===== config.mk =====
export PLATFORM = sky130hd
export DESIGN_NAME = spi_cmd_validator
export DESIGN_NICKNAME = d
export VERILOG_FILES = /design/src/rtl/spi_cmd_pkg.sv /design/src/rtl/spi_in_sync.sv /design/src/rtl/spi_frame_shifter.sv /design/src/rtl/spi_frame_judge.sv /design/src/rtl/spi_cmd_validator.sv
export SDC_FILE = /design/constraint.sdc
export NUM_CORES = 1
export LEC_CHECK = 0
export BUFFER_PORTS_ARGS = -buffer_cell sky130_fd_sc_hd__buf_2
export CAP_MARGIN = 20
export CORE_ASPECT_RATIO = 1.25
export CORE_MARGIN = 2
export CORE_UTILIZATION = 35
export CTS_BUF_LIST = sky130_fd_sc_hd__clkbuf_4 sky130_fd_sc_hd__clkbuf_8
export DETAILED_ROUTE_END_ITERATION = 16
export PLACE_DENSITY_LB_ADDON = 0.12
export SLEW_MARGIN = 0
export SYNTH_ARGS = -nofsm -noshare
export SYNTH_HDL_FRONTEND = slang
export SYNTH_SLANG_ARGS = --single-unit

===== constraint.sdc =====
create_clock -name clk -period 3.2 [get_ports clk]
set_clock_uncertainty 0.15 [all_clocks]
set_input_delay 0.64 -clock clk [delete_from_list [all_inputs] [get_ports clk]]
set_output_delay 0.64 -clock clk [all_outputs]
set_load 0.05 [all_outputs]

===== src/rtl/spi_cmd_pkg.sv =====
package spi_cmd_pkg;

   localparam logic [7:0] OP_WREN  = 8'h06;
   localparam logic [7:0] OP_WRDI  = 8'h04;
   localparam logic [7:0] OP_RDSR  = 8'h05;
   localparam logic [7:0] OP_WRSR  = 8'h01;
   localparam logic [7:0] OP_READ  = 8'h03;
   localparam logic [7:0] OP_FREAD = 8'h0B;
   localparam logic [7:0] OP_PROG  = 8'h02;
   localparam logic [7:0] OP_SERA  = 8'h20;
   localparam logic [7:0] OP_BERA  = 8'hD8;
   localparam logic [7:0] OP_CERA  = 8'hC7;
   localparam logic [7:0] OP_PDWN  = 8'hB9;
   localparam logic [7:0] OP_WAKE  = 8'hAB;

   typedef enum logic [2:0] {
      CL_BAD,
      CL_READ,
      CL_PLAIN,
      CL_STWR,
      CL_PROG,
      CL_ERASE
   } op_class_e;

   function automatic op_class_e op_class(input logic [7:0] op);
      case (op)
         OP_READ, OP_FREAD, OP_RDSR, OP_WAKE: op_class = CL_READ;
         OP_WREN, OP_WRDI, OP_CERA, OP_PDWN:  op_class = CL_PLAIN;
         OP_WRSR:                             op_class = CL_STWR;
         OP_PROG:                             op_class = CL_PROG;
         OP_SERA, OP_BERA:                    op_class = CL_ERASE;
         default:                             op_class = CL_BAD;
      endcase
   endfunction

   function automatic logic touches_array(input logic [7:0] op);
      case (op)
         OP_READ, OP_FREAD, OP_PROG, OP_SERA, OP_BERA, OP_CERA: touches_array = 1'b1;
         default:                                               touches_array = 1'b0;
      endcase
   endfunction

endpackage


===== src/rtl/spi_in_sync.sv =====
module spi_in_sync #(
   parameter int STAGES = 2
) (
   input  logic clk,
   input  logic rst_n,
   input  logic cs_n_i,
   input  logic sck_i,
   input  logic mosi_i,
   output logic sel_o,
   output logic sck_rise_o,
   output logic mosi_o,
   output logic end_o,
   output logic idle_o
);
   if (STAGES < 2) begin : g_bad_stages
      $error("spi_in_sync: STAGES must be at least 2");
   end

   logic [STAGES-1:0] cs_p, sck_p, mosi_p;
   logic              cs_last, sck_last;

   always_ff @(posedge clk or negedge rst_n) begin
      if (!rst_n) begin
         cs_p[0]   <= 1'b1;
         sck_p[0]  <= 1'b0;
         mosi_p[0] <= 1'b0;
      end else begin
         cs_p[0]   <= cs_n_i;
         sck_p[0]  <= sck_i;
         mosi_p[0] <= mosi_i;
      end
   end

   for (genvar s = 1; s < STAGES; s++) begin : g_stage
      always_ff @(posedge clk or negedge rst_n) begin
         if (!rst_n) begin
            cs_p[s]   <= 1'b1;
            sck_p[s]  <= 1'b0;
            mosi_p[s] <= 1'b0;
         end else begin
            cs_p[s]   <= cs_p[s-1];
            sck_p[s]  <= sck_p[s-1];
            mosi_p[s] <= mosi_p[s-1];
         end
      end
   end

   always_ff @(posedge clk or negedge rst_n) begin
      if (!rst_n) begin
         cs_last  <= 1'b1;
         sck_last <= 1'b0;
      end else begin
         cs_last  <= cs_p[STAGES-1];
         sck_last <= sck_p[STAGES-1];
      end
   end

   assign sel_o      = ~cs_p[STAGES-1];
   assign sck_rise_o = sel_o & sck_p[STAGES-1] & ~sck_last;
   assign mosi_o     = mosi_p[STAGES-1];
   assign end_o      = cs_p[STAGES-1] & ~cs_last;
   assign idle_o     = cs_p[STAGES-1] & cs_last;
endmodule


===== src/rtl/spi_frame_shifter.sv =====
module spi_frame_shifter #(
   parameter int ADDR_BYTES = 3,
   parameter int CNT_W      = 12
) (
   input  logic                    clk,
   input  logic                    rst_n,
   input  logic                    clear_i,
   input  logic                    bit_i,
   input  logic                    mosi_i,
   output logic [CNT_W-1:0]        nbits_o,
   output logic [7:0]              op_o,
   output logic [8*ADDR_BYTES-1:0] addr_o
);
   localparam int AW = 8 * ADDR_BYTES;
   localparam logic [CNT_W-1:0] CNT_MAX = '1;

   logic [7:0]       sh;
   logic [7:0]       nxt_byte;
   logic             byte_done;
   logic [CNT_W-4:0] byte_idx;

   assign nxt_byte  = {sh[6:0], mosi_i};
   assign byte_done = bit_i && (nbits_o[2:0] == 3'd7) && (nbits_o != CNT_MAX);
   assign byte_idx  = nbits_o[CNT_W-1:3];

   always_ff @(posedge clk or negedge rst_n) begin
      if (!rst_n) begin
         nbits_o <= '0;
         sh      <= '0;
         op_o    <= '0;
      end else if (clear_i) begin
         nbits_o <= '0;
         sh      <= '0;
         op_o    <= '0;
      end else if (bit_i) begin
         sh <= nxt_byte;
         if (nbits_o != CNT_MAX) nbits_o <= nbits_o + 1'b1;
         if (byte_done && byte_idx == '0) op_o <= nxt_byte;
      end
   end

   logic take_addr;
   assign take_addr = byte_done && (byte_idx != '0) &&
                      (int'(byte_idx) <= ADDR_BYTES);

   if (ADDR_BYTES == 1) begin : g_addr1
      always_ff @(posedge clk or negedge rst_n) begin
         if (!rst_n)         addr_o <= '0;
         else if (clear_i)   addr_o <= '0;
         else if (take_addr) addr_o <= nxt_byte;
      end
   end else begin : g_addrn
      always_ff @(posedge clk or negedge rst_n) begin
         if (!rst_n)         addr_o <= '0;
         else if (clear_i)   addr_o <= '0;
         else if (take_addr) addr_o <= {addr_o[AW-9:0], nxt_byte};
      end
   end
endmodule


===== src/rtl/spi_frame_judge.sv =====
module spi_frame_judge
   import spi_cmd_pkg::*;
#(
   parameter int ADDR_BYTES = 3,
   parameter int CNT_W      = 12
) (
   input  logic                    clk,
   input  logic                    rst_n,
   input  logic                    end_i,
   input  logic                    busy_i,
   input  logic [CNT_W-1:0]        nbits_i,
   input  logic [7:0]              op_i,
   input  logic [8*ADDR_BYTES-1:0] addr_i,
   output logic                    exec_o,
   output logic                    rej_o,
   output logic [7:0]              op_o,
   output logic [8*ADDR_BYTES-1:0] addr_o,
   output logic [CNT_W-4:0]        nbytes_o
);
   localparam int NB_W = CNT_W - 3;
   localparam logic [NB_W-1:0] NB_ERASE = NB_W'(ADDR_BYTES);
   localparam logic [NB_W-1:0] NB_PROG  = NB_W'(ADDR_BYTES + 1);

   logic            whole, has_op, ok;
   logic [NB_W-1:0] all_bytes, after_op;
   op_class_e       cls;

   assign whole     = (nbits_i[2:0] == 3'd0);
   assign all_bytes = nbits_i[CNT_W-1:3];
   assign has_op    = (all_bytes != '0);
   assign after_op  = has_op ? all_bytes - 1'b1 : '0;
   assign cls       = op_class(op_i);

   always_comb begin
      case (cls)
         CL_READ:  ok = 1'b1;
         CL_PLAIN: ok = whole;
         CL_STWR:  ok = whole && (after_op >= NB_W'(1));
         CL_PROG:  ok = whole && (after_op >= NB_PROG);
         CL_ERASE: ok = whole && (after_op == NB_ERASE);
         default:  ok = 1'b0;
      endcase
      if (!has_op) ok = 1'b0;
      if (busy_i && touches_array(op_i)) ok = 1'b0;
   end

   always_ff @(posedge clk or negedge rst_n) begin
      if (!rst_n) begin
         exec_o   <= 1'b0;
         rej_o    <= 1'b0;
         op_o     <= '0;
         addr_o   <= '0;
         nbytes_o <= '0;
      end else begin
         exec_o <= end_i && ok;
         rej_o  <= end_i && !ok;
         if (end_i) begin
            op_o     <= op_i;
            addr_o   <= addr_i;
            nbytes_o <= after_op;
         end
      end
   end
endmodule


===== src/rtl/spi_cmd_validator.sv =====
module spi_cmd_validator #(
   parameter int SYNC_STAGES = 2,
   parameter int ADDR_BYTES  = 3,
   parameter int CNT_W       = 12
) (
   input  logic                    clk,
   input  logic                    rst_n,
   input  logic                    spi_cs_n,
   input  logic                    spi_sck,
   input  logic                    spi_mosi,
   input  logic                    busy,
   output logic                    exec_stb,
   output logic                    rej_stb,
   output logic [7:0]              cmd_op,
   output logic [8*ADDR_BYTES-1:0] cmd_addr,
   output logic [CNT_W-4:0]        cmd_nbytes
);
   if (ADDR_BYTES < 1 || ADDR_BYTES > 4) begin : g_bad_addr
      $error("spi_cmd_validator: ADDR_BYTES must be 1..4");
   end
   if ((1 << (CNT_W - 3)) <= ADDR_BYTES + 2) begin : g_bad_cnt
      $error("spi_cmd_validator: CNT_W too small for the longest rule");
   end

   logic                    sel, bit_rise, mosi_s, end_pulse, idle;
   logic [CNT_W-1:0]        nbits;
   logic [7:0]              op_cap;
   logic [8*ADDR_BYTES-1:0] addr_cap;

   spi_in_sync #(.STAGES(SYNC_STAGES)) u_sync (
      .clk(clk), .rst_n(rst_n),
      .cs_n_i(spi_cs_n), .sck_i(spi_sck), .mosi_i(spi_mosi),
      .sel_o(sel), .sck_rise_o(bit_rise), .mosi_o(mosi_s),
      .end_o(end_pulse), .idle_o(idle)
   );

   spi_frame_shifter #(.ADDR_BYTES(ADDR_BYTES), .CNT_W(CNT_W)) u_shift (
      .clk(clk), .rst_n(rst_n),
      .clear_i(idle), .bit_i(bit_rise), .mosi_i(mosi_s),
      .nbits_o(nbits), .op_o(op_cap), .addr_o(addr_cap)
   );

   spi_frame_judge #(.ADDR_BYTES(ADDR_BYTES), .CNT_W(CNT_W)) u_judge (
      .clk(clk), .rst_n(rst_n),
      .end_i(end_pulse), .busy_i(busy),
      .nbits_i(nbits), .op_i(op_cap), .addr_i(addr_cap),
      .exec_o(exec_stb), .rej_o(rej_stb),
      .op_o(cmd_op), .addr_o(cmd_addr), .nbytes_o(cmd_nbytes)
   );

   logic unused_sel;
   assign unused_sel = sel;
endmodule


After elaboration in Yosys (flattened, before gate mapping)

Index checks and enable logic that the tools add are counted.

Bits in registers: 102

Add/subtract/negate cells: 2
$lt $le $gt $ge: 3
Equality and inequality tests: 20
Multiplexer cells: 16
Bitwise gates (word level): 7
Reduce and logical (&&, ||, !) cells: 25

Operator list:

| operator              | count |
|---|---|
| $mux 24               | 2 |
| $mux 12               | 3 |
| $eq 8x8->1 const B    | 4 |
| $eq 8x3->1 const B    | 3 |
| $mux 8                | 3 |
| $eq 8x2->1 const B    | 2 |
| $pmux 3 s5            | 1 |
| $mux 7                | 2 |
| $add 12x1->12 const B | 1 |
| $ne 12x12->1 const B  | 1 |
| $logic_and 1x1->1     | 11 |
| $eq 3x3->1 const B    | 3 |
| $eq 9x2->1 const B    | 1 |
| $ge 9x1->1 const B    | 1 |
| $ge 9x3->1 const B    | 1 |
| $le 9x2->1 const B    | 1 |
| $logic_not 9->1       | 1 |
| $mux 9                | 1 |
| $reduce_bool 9->1     | 1 |
| $sub 9x1->9 const B   | 1 |
| $eq 8x1->1 const B    | 1 |
| $eq 8x4->1 const B    | 1 |
| $eq 8x6->1 const B    | 1 |
| $reduce_bool 2->1     | 4 |
| 12 further kinds      | 22 |

Depth between registers and ports, before layout

Depth in word-level cells: 9
Mapped depth: 11

By module

A second synthesis with hierarchy kept.

Cells, all modules: 423
Area total of the unflattened synthesis: 4621.9 µm²

Modules (own cells, without submodules):

| module            | instances | cells each | area each (µm²) |
|---|---|---|---|
| spi_frame_shifter | 1         | 226        | 2257.2 |
| spi_frame_judge   | 1         | 185        | 2130.8 |
| spi_in_sync       | 1         | 12         | 234.0 |

Worst setup path before layout

OpenSTA, ideal clock, no wires.

Kind: register to register
From: register u_shift.nbits_o[3]
To: register u_judge.rej_o
Arrival: 2.380 ns
Required time: 2.931 ns
Setup slack: 0.551 ns
Cell stages (with the launch flop): 12
Buffers on the path: 2
Clock period less this slack: 2.649 ns
Cell sequence: dfrtp_1 > buf_6 > inv_1 > ha_1 > clkbuf_1 > nor2b_1 > a31o_1 > a22o_1 > nand3_1 > or4b_1 > and3_1 > o21ba_1

Longest elaborated chain between the ends: 9
Elaborated cells between the ends (all ways): 14
Those cells by class: add/sub: 1; order compare: 2; eq/ne: 1; mux: 4; reduce/logical: 6

RTL lines:

| what                                                    | RTL line                                                            | RTL |
|---|---|---|
| start: declaration                                      | spi_frame_shifter.sv:10                                             | `output logic [CNT_W-1:0] nbits_o,` |
| start signal: assignment                                | spi_frame_shifter.sv:37                                             | `if (nbits_o != CNT_MAX) nbits_o <= nbits_o + 1'b1;` |
| $sub 9x1->9 / $reduce_bool 9->1 (equally long branches) | spi_frame_judge.sv:31, spi_frame_judge.sv:30                        |  |
| $mux 9                                                  | spi_frame_judge.sv:31                                               | `assign after_op = has_op ? all_bytes - 1'b1 : '0;` |
| $ge 9x3->1 (tied with other cells)                      | spi_frame_judge.sv:39                                               | `CL_PROG: ok = whole && (after_op >= NB_PROG);` |
| $logic_and 1x1->1, on equally long branches             | spi_frame_judge.sv:39, spi_frame_judge.sv:38, spi_frame_judge.sv:40 |  |
| $pmux 1 s5                                              | spi_frame_judge.sv:35                                               | `case (cls)` |
| $mux 1 *                                                | spi_frame_judge.sv:43                                               | `if (!has_op) ok = 1'b0;` |
| $mux 1 *                                                | spi_frame_judge.sv:44                                               | `if (busy_i && touches_array(op_i)) ok = 1'b0;` |
| $logic_not 1->1 *                                       | spi_frame_judge.sv:56                                               | `rej_o <= end_i && !ok;` |
| $logic_and 1x1->1 *                                     | spi_frame_judge.sv:56                                               |  |
| end signal: assignment                                  | spi_frame_judge.sv:56                                               |  |
| end: declaration                                        | spi_frame_judge.sv:15                                               | `output logic rej_o,` |

Every way passes the cells marked *; elsewhere a longest branch is shown, timed or not.
A chain may end at the register's enable or synchronous reset.

Final worst setup path

Ends and elaborated chain as after synthesis.

==> results.yml <==
synth:
  seq_area_frac_synth: 0.554
  synth.distinct_cells: 52
  synth-simple-area-share: 0.160
  yosys.area.top_type: "dfrtp_1"
  avgSynthCellArea_um2: 10.6
  synth_top_family_by_area: "simple AND/OR/NAND/NOR gates"
  syn_nets: 447
  yosysTopAreaCellShare: 0.537
  synth-seq-cells: 102
  syn_inst: 434
  syn_area_um2: 4610
  synth.area.top_cells: "dfrtp_1 (54%), mux2_2 (7.8%), nand2_1 (5.6%)"
  synthAdderAreaFrac: 0.0190
  synth_edf_count: 0
  synthXorXnorAreaFrac: 0.0266
  synthFlopType: "dfrtp_1"
  synth_mux_area_frac: 0.115
  async_flop_share: 1.00
  synth_compound_area_frac: 0.0884
  yosys_warnings: 0
sta:
  fin_ws_ns: 0.325
  tns_ns: 0
  fmax_mhz: 348
  relSlewSlack: 0.576
  post-route-period-util: 0.899
  worstMarginPinSlew_ns: 0.637
  rsz0062_at_grt: "false"
  hold_viol: 0
  fin_crit_ns: 2.88
  finalSetupViolations: 0
  timing.hold.ws_ns: 0.135
  slew_viol_final: 0
cts:
  post_cts_resized: 0
  htreeDepth: 3
  hold_buffers: 0
  post-cts-setup-buffer-count: 0
  cts.clk_slew.worst_paths_ns: 0.10
  cts_root_buf: "clkbuf_8"
  cts_buffers: 9
  tritoncts: "yes"
  clk_path_buf_depth: 2
  clk_latency_ns: 0.36
  cts.sinks: 102
placement:
  dpl.hpwl_um: 6580
  globalplace.congestion: 0.832
  port_buffers: 48
  postPlaceCellArea_um2: 5010
  place_ws_ns: 0.358
final_layout:
  final_util: 0.409
  design_area_um2: 5230
  area_growth_pct: 13.4
  final_layout_size_suffix_gt1_frac: 0.246
  final_net_count: 484
  diodes: 0
worst_setup_path:
  slowest_stage: "dfrtp_1"
  startpoint_type: "flip-flop"
  worst_r2r_endpoint: "u_judge.rej_o$_DFF_PN0_"
  cp-startpoint: "u_shift.nbits_o[3]$_DFFE_PN0P_"
  reg2reg_slack_ns: 0.32
  r2r_start: "u_shift.nbits_o[3]$_DFFE_PN0P_"
  cp-end-kind: "flip-flop"
  cpPeakStageDelay_ns: 0.55
  path_depth: 9
  cp_max_fo: 12
  cp-endpoint: "u_judge.rej_o$_DFF_PN0_"
  crit_family: "simple AND/OR/NAND/NOR gates"
  critPathArrivalTime_ns: 2.98
  cp.buffers_inverters: 1
  path_class: "flip-flop to flip-flop"
  required_ns: 3.30
  ff2ff_path_depth: 9
  crit_path_cell_trace: "inv_1 -> ha_1 -> nor2b_1 -> a31o_1 -> a22o_1 -> nand3_1 -> or4b_1 -> and3_1 -> o21ba_1"
global_routing:
  gr-total-overflow: 0
  grt_pass1_vias: 3091
  track_usage: 0.148
  antenna_found_initial: 0
  grt_pass1_wl_um: 16500
  grt_max_degree: 56
floorplanning:
  core_area_um2: 12800
  num_rows: 46
  die_h_um: 132
  ioPinCount: 49
  initial_core_util: 0.361
  die_x_um: 107
  dieArea_um2: 14100
job:
  drv_cap: 0
pwr:
  swShare: 0.232
  combPwrFrac: 0.044
  pwr-share-seq: 0.586
  ir_drop_mv: 0.160
  p_switching_uw: 520
  powerDensity_nw_per_um2: 429
  p_int_uw: 1720
  p_clk_frac: 0.370
  leakage_uw: 0.00261
route:
  dr.pass1.iters: 4
  post_drt_wl_per_cell_um: 15.2
  vias_per_cell: 4.88
  ant_nets: 0
  drcViolationCount: 0
  wl_um: 9800
  vias: 3135
  drtIter0Drc: 146
outcome:
  status: "finished clean"
min_path:
  hold_class: "primary input to async pin"
-- layout make-up --
cell class,count,area (um2)
fillers,1305,7550
flip-flops and latches,102,2560
multi-input cells,291,1890
repair buffers,57,335
well taps,168,210
clock buffers,11,145
clock inverters,4,56.3
inverters,10,37.5
-- synth_stat cells, types with 4 or more instances --
cell type and n:
dfrtp_1 99, nand2_1 69, nor2_1 40, mux2_2 32
o21ai_0 26, clkbuf_1 23, mux2i_1 17, inv_1 10
o31ai_1 10, xnor2_1 10, nand3_1 9, a21oi_1 7
ha_1 7, o21ai_1 7, buf_2 6, nand4_1 6
nor3_1 4, xor2_1 4
-- state kept, by name (all words and copies together), names as in the netlist, 2 cells and up --
signal / count
u_judge.op_o: 8
u_shift.addr_o: 24
u_shift.op_o: 8
u_shift.nbits_o: 12
u_sync.sck_p: 2
u_sync.cs_p: 2
u_judge.addr_o: 24
u_judge.nbytes_o: 9
u_shift.sh: 7
-- power by group through the flow --
stage	Sequential (uW)	Clock, uW	Combinational [uW]
floorplan	1340	0	40.7
global placement	1340	0	97.6
detailed placement	1340	0	99.2
CTS	1310	879	99.1
global route	1320	931	112
finish	1310	831	98.0
-- worst min-delay path by stage --
stage,cells past startpoint,slack (ns),start,end
global route,1,0.17,rst_n,u_judge.addr_o[23]$_DFFE_PN0P_
detailed placement,0,0.19,u_sync.sck_p[0]$_DFF_PN0_,u_sync.sck_p[1]$_DFF_PN0_
finish,1,0.14,rst_n,u_judge.addr_o[21]$_DFFE_PN0P_
floorplan,0,0.18,u_sync.mosi_p[0]$_DFF_PN0_,u_sync.mosi_o$_DFF_PN0_
CTS,1,0.15,rst_n,u_judge.addr_o[21]$_DFFE_PN0P_
global placement,0,0.18,u_sync.mosi_p[0]$_DFF_PN0_,u_sync.mosi_o$_DFF_PN0_
-- stage by stage --
stage | instances | total power [uW]
finish | 643 | 2240
global route | 643 | 2360
CTS | 642 | 2290
detailed placement | 627 | 1440
global placement | 627 | 1440
floorplan | 434 | 1390
-- cells by family after synthesis --
| kind of cell | after synthesis |
|---|---|
| AO/OA/AOI/OAI | 66 |
| XOR/XNOR | 14 |
| adder cells (fa/ha/maj) | 7 |
| buffers and inverters | 41 |
| flip-flops | 102 |
| multiplexers | 49 |
| AND/OR/NAND/NOR | 155 |
-- routing by layer --
metal | vias to the layer above | GRT usage | part of all wire
met5 | - | 0 | 0
met4 | 0 | 0.0556 | 0.022
met3 | 10 | 0.0306 | 0.031
met2 | 47 | 0.222 | 0.45
met1 | 1524 | 0.210 | 0.49
li1 | 1554 | - | -
-- cell usage in the layout, fill, tap and decap left out, types with 4 or more instances in the layout --
master,netlist,layout
nand4_1,6,6
nand3_1,9,9
nor3_1,4,4
xnor2_1,10,10
mux2_2,32,32
nor2_1,40,40
o21ai_0,26,26
o21ai_1,7,7
clkbuf_8,0,10
inv_1,10,10
buf_4,0,8
buf_2,6,47
o31ai_1,10,10
ha_1,7,7
nand2_1,69,69
xor2_1,4,4
dfrtp_1,99,99
mux2i_1,17,17
a21oi_1,7,7
No activity file was read; power rests on OpenSTA's default activity.
